`config.mk`:
```
export PLATFORM = sky130hd
export DESIGN_NAME = scr_edit_engine
export DESIGN_NICKNAME = d
export VERILOG_FILES = /design/src/rtl/scr_pkg.sv /design/src/rtl/scr_col_sweep.sv /design/src/rtl/scr_addr_map.sv /design/src/rtl/scr_edit_ctrl.sv /design/src/rtl/scr_edit_engine.sv
export SDC_FILE = /design/constraint.sdc
export NUM_CORES = 1
export LEC_CHECK = 0
export ABC_CLOCK_PERIOD_IN_PS = 5600
export BUFFER_PORTS_ARGS = -buffer_cell sky130_fd_sc_hd__buf_2
export CAP_MARGIN = 25
export CORE_ASPECT_RATIO = 1.2
export CORE_UTILIZATION = 41
export DETAILED_ROUTE_END_ITERATION = 12
export HOLD_SLACK_MARGIN = 0.02
export PLACE_DENSITY = 0.65
export SLEW_MARGIN = 25
export SYNTH_ARGS = -nofsm -noshare
export SYNTH_HDL_FRONTEND = slang
export SYNTH_HIERARCHICAL = 1
export SYNTH_SLANG_ARGS = --single-unit
```
`constraint.sdc`:
```
create_clock -name clk -period 5.6 [get_ports clk]
set_input_delay 0.56 -clock clk [delete_from_list [all_inputs] [get_ports clk]]
set_output_delay 0.56 -clock clk [all_outputs]
set_load 0.1 [all_outputs]
```
`src/rtl/scr_pkg.sv`:
```
package scr_pkg;

    localparam int OP_W = 3;

    localparam logic [OP_W-1:0] OP_PUT = 3'd0;
    localparam logic [OP_W-1:0] OP_CR  = 3'd1;
    localparam logic [OP_W-1:0] OP_LF  = 3'd2;
    localparam logic [OP_W-1:0] OP_INS = 3'd3;
    localparam logic [OP_W-1:0] OP_DEL = 3'd4;
    localparam logic [OP_W-1:0] OP_EOL = 3'd5;

    typedef enum logic [2:0] {
        ST_IDLE,
        ST_PUT,
        ST_COPY_RD,
        ST_COPY_WR,
        ST_FILL
    } state_e;

endpackage

```
`src/rtl/scr_col_sweep.sv`:
```
module scr_col_sweep #(
    parameter int COLS = 80,
    localparam int CW = $clog2(COLS)
) (
    input  logic          clk,
    input  logic          rst_n,
    input  logic          load,
    input  logic [CW-1:0] load_col,
    input  logic          step,
    output logic [CW-1:0] col,
    output logic          last
);

    localparam logic [CW-1:0] LAST_COL = CW'(COLS - 1);

    logic [CW-1:0] col_q;

    always_ff @(posedge clk) begin
        if (!rst_n) begin
            col_q <= '0;
        end else if (load) begin
            col_q <= load_col;
        end else if (step) begin
            col_q <= (col_q == LAST_COL) ? '0 : col_q + 1'b1;
        end
    end

    assign col  = col_q;
    assign last = (col_q == LAST_COL);

    // the shared column counter never leaves the row
    assert_col_range_R11: assert property (@(posedge clk) disable iff (!rst_n)
        col_q <= LAST_COL);

endmodule

```
`src/rtl/scr_addr_map.sv`:
```
module scr_addr_map #(
    parameter int COLS = 80,
    parameter int ROWS = 25,
    localparam int CW = $clog2(COLS),
    localparam int RW = $clog2(ROWS),
    localparam int AW = $clog2(COLS * ROWS)
) (
    input  logic [RW-1:0] row,
    input  logic [CW-1:0] col,
    output logic [AW-1:0] addr
);

    always_comb begin
        addr = AW'(row) * AW'(COLS) + AW'(col);
    end

endmodule

```
`src/rtl/scr_edit_ctrl.sv`:
```
module scr_edit_ctrl
    import scr_pkg::*;
#(
    parameter int COLS = 80,
    parameter int ROWS = 25,
    parameter logic [7:0] BLANK = 8'h20,
    localparam int CW = $clog2(COLS),
    localparam int RW = $clog2(ROWS)
) (
    input  logic            clk,
    input  logic            rst_n,
    input  logic            cmd_valid,
    input  logic [OP_W-1:0] cmd_op,
    input  logic [7:0]      cmd_char,
    input  logic [CW-1:0]   sw_col,
    input  logic            sw_last,
    input  logic [7:0]      mem_rdata,
    output logic            sw_load,
    output logic [CW-1:0]   sw_load_col,
    output logic            sw_step,
    output logic [RW-1:0]   acc_row,
    output logic [CW-1:0]   acc_col,
    output logic            mem_we,
    output logic [7:0]      mem_wdata,
    output logic            busy,
    output logic [RW-1:0]   cur_row,
    output logic [CW-1:0]   cur_col
);

    localparam logic [RW-1:0] LAST_ROW = RW'(ROWS - 1);
    localparam logic [CW-1:0] LAST_COL = CW'(COLS - 1);

    state_e        state_q, state_d;
    logic [RW-1:0] row_q, row_d;
    logic [CW-1:0] col_q, col_d;
    logic [RW-1:0] work_q, work_d;
    logic [RW-1:0] fill_q, fill_d;
    logic          ins_q, ins_d;
    logic [7:0]    char_q, char_d;
    logic          accept;

    assign accept = cmd_valid && (state_q == ST_IDLE);

    // next-state and datapath decisions
    always_comb begin
        state_d     = state_q;
        row_d       = row_q;
        col_d       = col_q;
        work_d      = work_q;
        fill_d      = fill_q;
        ins_d       = ins_q;
        char_d      = char_q;
        sw_load     = 1'b0;
        sw_load_col = '0;
        sw_step     = 1'b0;
        unique case (state_q)
            ST_IDLE: begin
                if (accept) begin
                    case (cmd_op)
                        OP_PUT: begin
                            char_d  = cmd_char;
                            state_d = ST_PUT;
                        end
                        OP_CR: col_d = '0;
                        OP_LF: begin
                            if (row_q < LAST_ROW) begin
                                row_d = row_q + 1'b1;
                            end else begin
                                state_d = ST_COPY_RD;
                                work_d  = '0;
                                ins_d   = 1'b0;
                                sw_load = 1'b1;
                            end
                        end
                        OP_INS: begin
                            sw_load = 1'b1;
                            if (row_q == LAST_ROW) begin
                                state_d = ST_FILL;
                                fill_d  = LAST_ROW;
                            end else begin
                                state_d = ST_COPY_RD;
                                work_d  = LAST_ROW;
                                ins_d   = 1'b1;
                            end
                        end
                        OP_DEL: begin
                            sw_load = 1'b1;
                            if (row_q == LAST_ROW) begin
                                state_d = ST_FILL;
                                fill_d  = LAST_ROW;
                            end else begin
                                state_d = ST_COPY_RD;
                                work_d  = row_q;
                                ins_d   = 1'b0;
                            end
                        end
                        OP_EOL: begin
                            state_d     = ST_FILL;
                            fill_d      = row_q;
                            sw_load     = 1'b1;
                            sw_load_col = col_q;
                        end
                        default: ;
                    endcase
                end
            end
            ST_PUT: begin
                if (col_q == LAST_COL) begin
                    col_d = '0;
                    if (row_q < LAST_ROW) begin
                        row_d   = row_q + 1'b1;
                        state_d = ST_IDLE;
                    end else begin
                        state_d = ST_COPY_RD;
                        work_d  = '0;
                        ins_d   = 1'b0;
                        sw_load = 1'b1;
                    end
                end else begin
                    col_d   = col_q + 1'b1;
                    state_d = ST_IDLE;
                end
            end
            ST_COPY_RD: begin
                state_d = ST_COPY_WR;
            end
            ST_COPY_WR: begin
                sw_step = 1'b1;
                state_d = ST_COPY_RD;
                if (sw_last) begin
                    if (ins_q) begin
                        if (work_q == row_q + 1'b1) begin
                            state_d = ST_FILL;
                            fill_d  = row_q;
                        end else begin
                            work_d = work_q - 1'b1;
                        end
                    end else begin
                        if (work_q == LAST_ROW - 1'b1) begin
                            state_d = ST_FILL;
                            fill_d  = LAST_ROW;
                        end else begin
                            work_d = work_q + 1'b1;
                        end
                    end
                end
            end
            ST_FILL: begin
                sw_step = 1'b1;
                if (sw_last) begin
                    state_d = ST_IDLE;
                end
            end
            default: state_d = ST_IDLE;
        endcase
    end

    // state register
    always_ff @(posedge clk) begin
        if (!rst_n) begin
            state_q <= ST_IDLE;
            row_q   <= '0;
            col_q   <= '0;
            work_q  <= '0;
            fill_q  <= '0;
            ins_q   <= 1'b0;
            char_q  <= BLANK;
        end else begin
            state_q <= state_d;
            row_q   <= row_d;
            col_q   <= col_d;
            work_q  <= work_d;
            fill_q  <= fill_d;
            ins_q   <= ins_d;
            char_q  <= char_d;
        end
    end

    // outputs
    always_comb begin
        acc_row   = row_q;
        acc_col   = col_q;
        mem_we    = 1'b0;
        mem_wdata = BLANK;
        unique case (state_q)
            ST_IDLE: ;
            ST_PUT: begin
                mem_we    = 1'b1;
                mem_wdata = char_q;
            end
            ST_COPY_RD: begin
                acc_row = ins_q ? work_q - 1'b1 : work_q + 1'b1;
                acc_col = sw_col;
            end
            ST_COPY_WR: begin
                acc_row   = work_q;
                acc_col   = sw_col;
                mem_we    = 1'b1;
                mem_wdata = mem_rdata;
            end
            ST_FILL: begin
                acc_row = fill_q;
                acc_col = sw_col;
                mem_we  = 1'b1;
            end
            default: ;
        endcase
    end

    assign busy    = (state_q != ST_IDLE);
    assign cur_row = row_q;
    assign cur_col = col_q;

    // cursor stays inside the screen
    assert_cursor_range_R2: assert property (@(posedge clk) disable iff (!rst_n)
        (row_q <= LAST_ROW) && (col_q <= LAST_COL));

    // R9 (also R5, R6, R7): copy and fill flows leave the cursor untouched
    assert_cursor_hold_R9: assert property (@(posedge clk) disable iff (!rst_n)
        (state_q == ST_COPY_RD || state_q == ST_COPY_WR || state_q == ST_FILL)
        |=> ($stable(row_q) && $stable(col_q)));

    // a copy write lands in the read column of the adjacent row
    assert_copy_pair_R11: assert property (@(posedge clk) disable iff (!rst_n)
        (state_q == ST_COPY_WR) |->
        (acc_col == $past(acc_col)) &&
        ((acc_row == $past(acc_row) + 1'b1) || (acc_row + 1'b1 == $past(acc_row))));

endmodule

```
`src/rtl/scr_edit_engine.sv`:
```
module scr_edit_engine
    import scr_pkg::*;
#(
    parameter int COLS = 80,
    parameter int ROWS = 25,
    parameter logic [7:0] BLANK = 8'h20,
    localparam int CW = $clog2(COLS),
    localparam int RW = $clog2(ROWS),
    localparam int AW = $clog2(COLS * ROWS)
) (
    input  logic            clk,
    input  logic            rst_n,
    input  logic            cmd_valid,
    output logic            cmd_ready,
    input  logic [OP_W-1:0] cmd_op,
    input  logic [7:0]      cmd_char,
    output logic            busy,
    output logic [RW-1:0]   cur_row,
    output logic [CW-1:0]   cur_col,
    output logic [AW-1:0]   mem_addr,
    output logic            mem_we,
    output logic [7:0]      mem_wdata,
    input  logic [7:0]      mem_rdata
);

    logic          sw_load;
    logic [CW-1:0] sw_load_col;
    logic          sw_step;
    logic [CW-1:0] sw_col;
    logic          sw_last;
    logic [RW-1:0] acc_row;
    logic [CW-1:0] acc_col;

    scr_edit_ctrl #(.COLS(COLS), .ROWS(ROWS), .BLANK(BLANK)) u_ctrl (
        .clk         (clk),
        .rst_n       (rst_n),
        .cmd_valid   (cmd_valid),
        .cmd_op      (cmd_op),
        .cmd_char    (cmd_char),
        .sw_col      (sw_col),
        .sw_last     (sw_last),
        .mem_rdata   (mem_rdata),
        .sw_load     (sw_load),
        .sw_load_col (sw_load_col),
        .sw_step     (sw_step),
        .acc_row     (acc_row),
        .acc_col     (acc_col),
        .mem_we      (mem_we),
        .mem_wdata   (mem_wdata),
        .busy        (busy),
        .cur_row     (cur_row),
        .cur_col     (cur_col)
    );

    scr_col_sweep #(.COLS(COLS)) u_sweep (
        .clk      (clk),
        .rst_n    (rst_n),
        .load     (sw_load),
        .load_col (sw_load_col),
        .step     (sw_step),
        .col      (sw_col),
        .last     (sw_last)
    );

    scr_addr_map #(.COLS(COLS), .ROWS(ROWS)) u_map (
        .row  (acc_row),
        .col  (acc_col),
        .addr (mem_addr)
    );

    assign cmd_ready = !busy;

    // every write targets a cell of the screen
    assert_addr_range_R2: assert property (@(posedge clk) disable iff (!rst_n)
        mem_we |-> (int'(mem_addr) < COLS * ROWS));

endmodule

```
After elaboration in Yosys (flattened, before gate mapping)
Cells that the tools add are included.
- input bits: 22
- register bits: 41
- $add $sub $neg: 6
- $mul: 1
- equality and inequality tests: 31
- multiplexer cells: 64
- reductions and logical operators: 21
- magnitude comparators: 1
- operator list (kind ; number):
    $mux 5 ; 20
    $mux 7 ; 10
    $pmux 5 s3 ; 3
    $pmux 5 s2 ; 3
    $mux 3 ; 8
    $ne 3x3->1 const B ; 7
    $pmux 8 s2 ; 1
    $pmux 3 s5 ; 1
    $add 7x1->7 const B ; 2
    $eq 7x7->1 const B ; 2
    $pmux 7 s2 ; 1
    $eq 3x2->1 const B ; 4
    $pmux 3 s4 ; 1
    $add 11x7->11 ; 1
    $add 5x1->5 const B ; 2
    $eq 5x5->1 const B ; 2
    $mux 1 ; 10
    $eq 3x3->1 const B ; 3
    $reduce_and 9->1 ; 1
    $reduce_or 3->1 ; 3
    $ne 2x2->1 const B ; 4
    $reduce_and 4->1 ; 2
    $mul 5x3->7 const B ; 1
    $reduce_and 7->1 ; 1
    20 further kinds ; 31

Logic depth before layout (Yosys ltp)
- word-level depth: 6
- depth in mapped cells: 14
- depth with buffers taken out: 13

By module
The synthesis kept the hierarchy.
- modules (own cells, without submodules) (module ; area an instance (µm²) ; sequential area each (µm²) ; instances ; cells an instance):
    scr_edit_ctrl ; 2637.5 ; 680.7 ; 1 ; 341
    scr_col_sweep ; 452.9 ; 140.1 ; 1 ; 58
    scr_addr_map ; 294.0 ; 0.0 ; 1 ; 31
    scr_edit_engine ; 3.8 ; 0.0 ; 1 ; 1

Least setup slack after synthesis
No wires, ideal clock.
- path type: register to output
- start: register u_ctrl.row_q[3], in the netlist u_ctrl/cur_row[3]
- end: output mem_addr[10]
- path slack: 0.494 ns
- data arrival time: 4.546 ns
- stages on the path, launching flop included: 11
- required time: 5.040 ns
- cells stage by stage: dfxtp_1 -> clkbuf_1 -> a21oi_1 -> o221ai_1 -> ha_1 -> ha_1 -> fa_1 -> xor2_1 -> nand4_1 -> xnor2_1 -> xnor2_1
- longest elaborated chain between the ends: 3
- ends and longest elaborated chain (element ; RTL line ; text):
    start: declaration ; scr_edit_ctrl.sv:34 ; logic [RW-1:0] row_q, row_d;
    start signal: assignment ; scr_edit_ctrl.sv:170 ; row_q <= row_d;
    $pmux 5 s3 ; scr_edit_ctrl.sv:185 ; unique case (state_q)
    net acc_row[3] ; scr_edit_engine.sv:31 ; logic [RW-1:0] acc_row;
    $mul 5x3->7 ; scr_addr_map.sv:14 ; addr = AW'(row) * AW'(COLS) + AW'(col);
    $add 11x7->11 ; scr_addr_map.sv:14 ;
    end: declaration ; scr_edit_engine.sv:20 ; output logic [AW-1:0] mem_addr,
The timed path passes the listed nets, and every way through them passes these cells.

Final worst setup path
- start: register u_ctrl.state_q[0]
- end: output mem_addr[10]
- longest elaborated chain between the ends: 4
- elaborated cells on any way between the ends: 8
- those cells by class: add/sub: 1; mul: 1; eq/ne: 3; mux: 2; reduce/logical: 1
- ends and longest elaborated chain (element ; RTL line ; text):
    start: declaration ; scr_edit_ctrl.sv:33 ; state_e state_q, state_d;
    start signal: assignment ; scr_edit_ctrl.sv:169 ; state_q <= state_d;
    $eq 3x3->1 or $eq 3x2->1 (tied branches) ; scr_edit_ctrl.sv:185 ;
    $pmux 5 s3 * ; scr_edit_ctrl.sv:185 ;
    net acc_row[2] ; scr_edit_engine.sv:31 ;
    $mul 5x3->7 * ; scr_addr_map.sv:14 ;
    $add 11x7->11 * ; scr_addr_map.sv:14 ;
Mark *: on every way through the listed nets, which the timed path passes. The rest lies on a longest branch.

==> reports/qor.yml <==
status:
  status: "completed"
setup_path:
  crit_slowest_cell: "dfxtp_1"
  cp_max_fo: 19
  criticalPathCategory: "reg -> out"
  reg2reg_slack_ns: 2.26
  r2r.worst_path.cells: 6
  worstSetupEndpointType: "output port"
  crit_path_start_kind: "register"
  cpMostUsedCell: "xnor2_1"
  path_buf_inv: 1
  regToRegStartpoint: "u_ctrl/state_q[0]$_SDFFE_PN0P_"
  max_stage_delay_ns: 0.76
  path_cells: "nand2b_1, nor2_1, a22oi_1, o21ai_0, ha_1, fa_1, xor2_1, nand4_1, xnor2_1, xnor2_1, buf_2"
  cp.required_ns: 5.04
  crit_start: "u_ctrl/state_q[0]$_SDFFE_PN0P_"
  crit_family: "simple AND/OR/NAND/NOR gates"
  worst-endpoint-arrival_ns: 4.30
  crit_end: "mem_addr[10]"
  cp_num_cells: 11
  timing.rr.end: "u_sweep/col[6]$_SDFFE_PN0P_"
yosys:
  synth.cell_area_mm2: 0.003388
  syn_inst: 431
  ys_ff_latch: 41
  synth_cell_types: 62
  synth-main-ff-cell: "dfxtp_1"
  ys_seq_area_share_pct: 24.22
  synth-edff-count: 0
  synth-warning-count: 6
  async_reset_ff_share_pct: 0
  synth.avg_cell_area_um2: 7.861
  synth_nets: 472
global_route:
  grt_pass1_vias: 3067
  grt_max_degree: 27
  grtUsageTotal_pct: 22.19
  overflow: 0
  antenna_found_initial: 0
  grt_pass1_wl_mm: 15.41
drt:
  wl_met2_mm: 4.350
  drc: 0
  firstDrtPassIters: 6
  dr.max_layer_used: "met4"
  met1Wirelength_mm: 4.025
  vias: 3358
  antenna_left: 0
  met3_length_um: 569
  via_per_inst: 6.029
  wl_mm: 9.049
  wl_per_cell_um: 16.25
  drt_iter0_markers: 207
timing:
  fin_crit_sh_pct: 86.78
  min_period_ns: 4.860
  slew_violations: 0
  rsz0062_at_grt: "no"
  setup_violations: 0
  worstMarginPinSlew_ns: 0.8821
  finalSetupTns_ns: 0
  max_freq_mhz: 205.8
  hold_viol: 0
  slew_headroom_pct: 41.19
  timing.hold.ws_ns: 0.4679
  finalClockSkew_ns: 0.008567
finish:
  final_common_cell: "buf_2"
  nNetsFinal: 505
  antenna_cells: 0
  fin_util_pct: 47.58
  area_growth_syn_to_layout_pct: 10.08
  final_cell_mix: "55 x buf_2, 46 x nor2_1, 41 x dfxtp_1"
  fill_cells: 779
  drive_gt1_share_pct: 18.06
  ff_latch_area_um2: 820.8
  multi_input_area_mm2: 0.002361
power_and_ir_drop:
  combPwrFrac_pct: 28.0
  switching_share_pct: 38.77
  p_leak_nw: 1.726
  ir_drop_mv: 0.1175
  p_sw_mw: 0.2827
  intPower_mw: 0.4466
  clkPwrFrac_pct: 28.6
  power_density_mw_per_mm2: 195.5
  seqPwrFrac_pct: 43.4
placement:
  dpl.hpwl_mm: 6.642
  io_buffer_count: 55
  gp_congestion: 0.8599
clock_network:
  root_buffer: "clkbuf_8"
  cts.path.max_buffers: 2
  cts_max_level: 2
  numClockSinks: 41
  numCtsBuffers: 5
  post-cts-setup-buffer-count: 0
  cts_hold_repair.buffers: 0
  insertion_delay_ns: 0.30
  clk_pin_slew_ns: 0.09
  cts-resized-gates: 0
  cts_tree: "built"
flow_run:
  drv_cap: 0
die:
  die_w_um: 84.99
  boundaryPins: 56
  rows: 35
  dieArea_mm2: 0.008633
  core_area_mm2: 0.007839
  chipHeight_um: 101.6
  start_util_pct: 43.22
hold_path:
  hold_depth: 2
  hp-class: "reg -> reg"
sequential cells by signal, indices dropped and copies added, names as in the netlist:
signal / count
u_ctrl/ins_q: 1
u_ctrl/work_q: 5
u_ctrl/fill_q: 5
u_ctrl/cur_row: 5
u_ctrl/cur_col: 7
u_sweep/col: 7
u_ctrl/state_q: 3
u_ctrl/char_q: 8
cell usage after synthesis (all sizes together), types with 3 or more instances:
master | count | share of area [%]
nor2 | 46 | 5.1
nand2 | 42 | 4.8
dfxtp | 41 | 24
a21oi | 32 | 4.9
mux2i | 25 | 7.4
o21ai | 21 | 3.1
clkbuf | 17 | 1.9
ha | 16 | 5.9
buf | 14 | 2.7
inv | 14 | 1.6
and2 | 11 | 2.1
nand3 | 10 | 1.5
nor3 | 10 | 1.8
xnor2 | 10 | 2.6
xor2 | 9 | 2.3
mux2 | 7 | 2.3
nand3b | 7 | 1.6
a311oi | 6 | 1.6
a31oi | 6 | 1.1
and3 | 6 | 1.1
nand2b | 6 | 1.1
o211ai | 6 | 1.3
or3 | 6 | 1.1
a211oi | 5 | 1.3
a21o | 5 | 1.1
nor3b | 5 | 1.3
a22oi | 4 | 0.89
nor2b | 4 | 0.74
o32ai | 4 | 1.0
fa | 3 | 1.8
o311ai | 3 | 0.78
how the worst min path moves through the flow:
stage | from | endpoint | slack (ns)
CTS | cmd_char[5] | u_ctrl/char_q[5]$_SDFFE_PN1P_ | 0.47
finish | u_ctrl/fill_q[1]$_SDFFE_PN0P_ | u_ctrl/fill_q[1]$_SDFFE_PN0P_ | 0.47
global route | cmd_char[0] | u_ctrl/char_q[0]$_SDFFE_PN0P_ | 0.48
floorplan | u_ctrl/fill_q[3]$_SDFFE_PN0P_ | u_ctrl/fill_q[3]$_SDFFE_PN0P_ | 0.43
global placement | u_ctrl/fill_q[4]$_SDFFE_PN0P_ | u_ctrl/fill_q[4]$_SDFFE_PN0P_ | 0.45
detailed placement | u_ctrl/fill_q[1]$_SDFFE_PN0P_ | u_ctrl/fill_q[1]$_SDFFE_PN0P_ | 0.46
layer usage:
metal	up-vias	global-route usage (%)
li1	1624	-
met1	1601	30.25
met2	124	36.85
met3	9	3.260
met4	0	5.606
met5	-	0
power groups by stage:
stage	registers [mW]	clock network, mW	logic (mW)
detailed placement	0.323	0	0.203
CTS	0.316	0.212	0.203
global route	0.319	0.225	0.221
finish	0.317	0.208	0.204
global placement	0.323	0	0.201
floorplan	0.321	0	0.165
metrics by stage:
step           area (um^2)  total power [mW]  instances  setup WS, ns
2_1_floorplan         3388            0.4864        431        0.4945
3_3_place_gp          3640            0.5240        549         1.283
3_5_place_dp          3640            0.5258        549         1.137
4_1_cts               3730            0.7321        557        0.7795
5_1_grt               3730            0.7639        557        0.4156
6_report              3730            0.7293        557        0.7403
cells by family after synthesis:
group / share of synthesized area [%]
buf+inv: 6.093
mux: 9.712
fa+ha+maj: 7.681
simple gates: 24.48
flops: 24.22
compound gates: 22.90
xor+xnor: 4.911
final cells by class:
type,instances,area share (%)
flip-flops and latches,41,22.01
multi-input cells,345,63.30
clock inverters,3,0.5703
repair buffers,57,7.783
well taps,92,3.086
clock buffers,5,1.845
inverters,14,1.409
tightest hold or removal path, cell delays in order (launching register included):
cell     delay (ns)
dfxtp_1        0.32
nand2_1        0.05
mux2i_1        0.05
No activity file was read; power rests on OpenSTA's default activity.
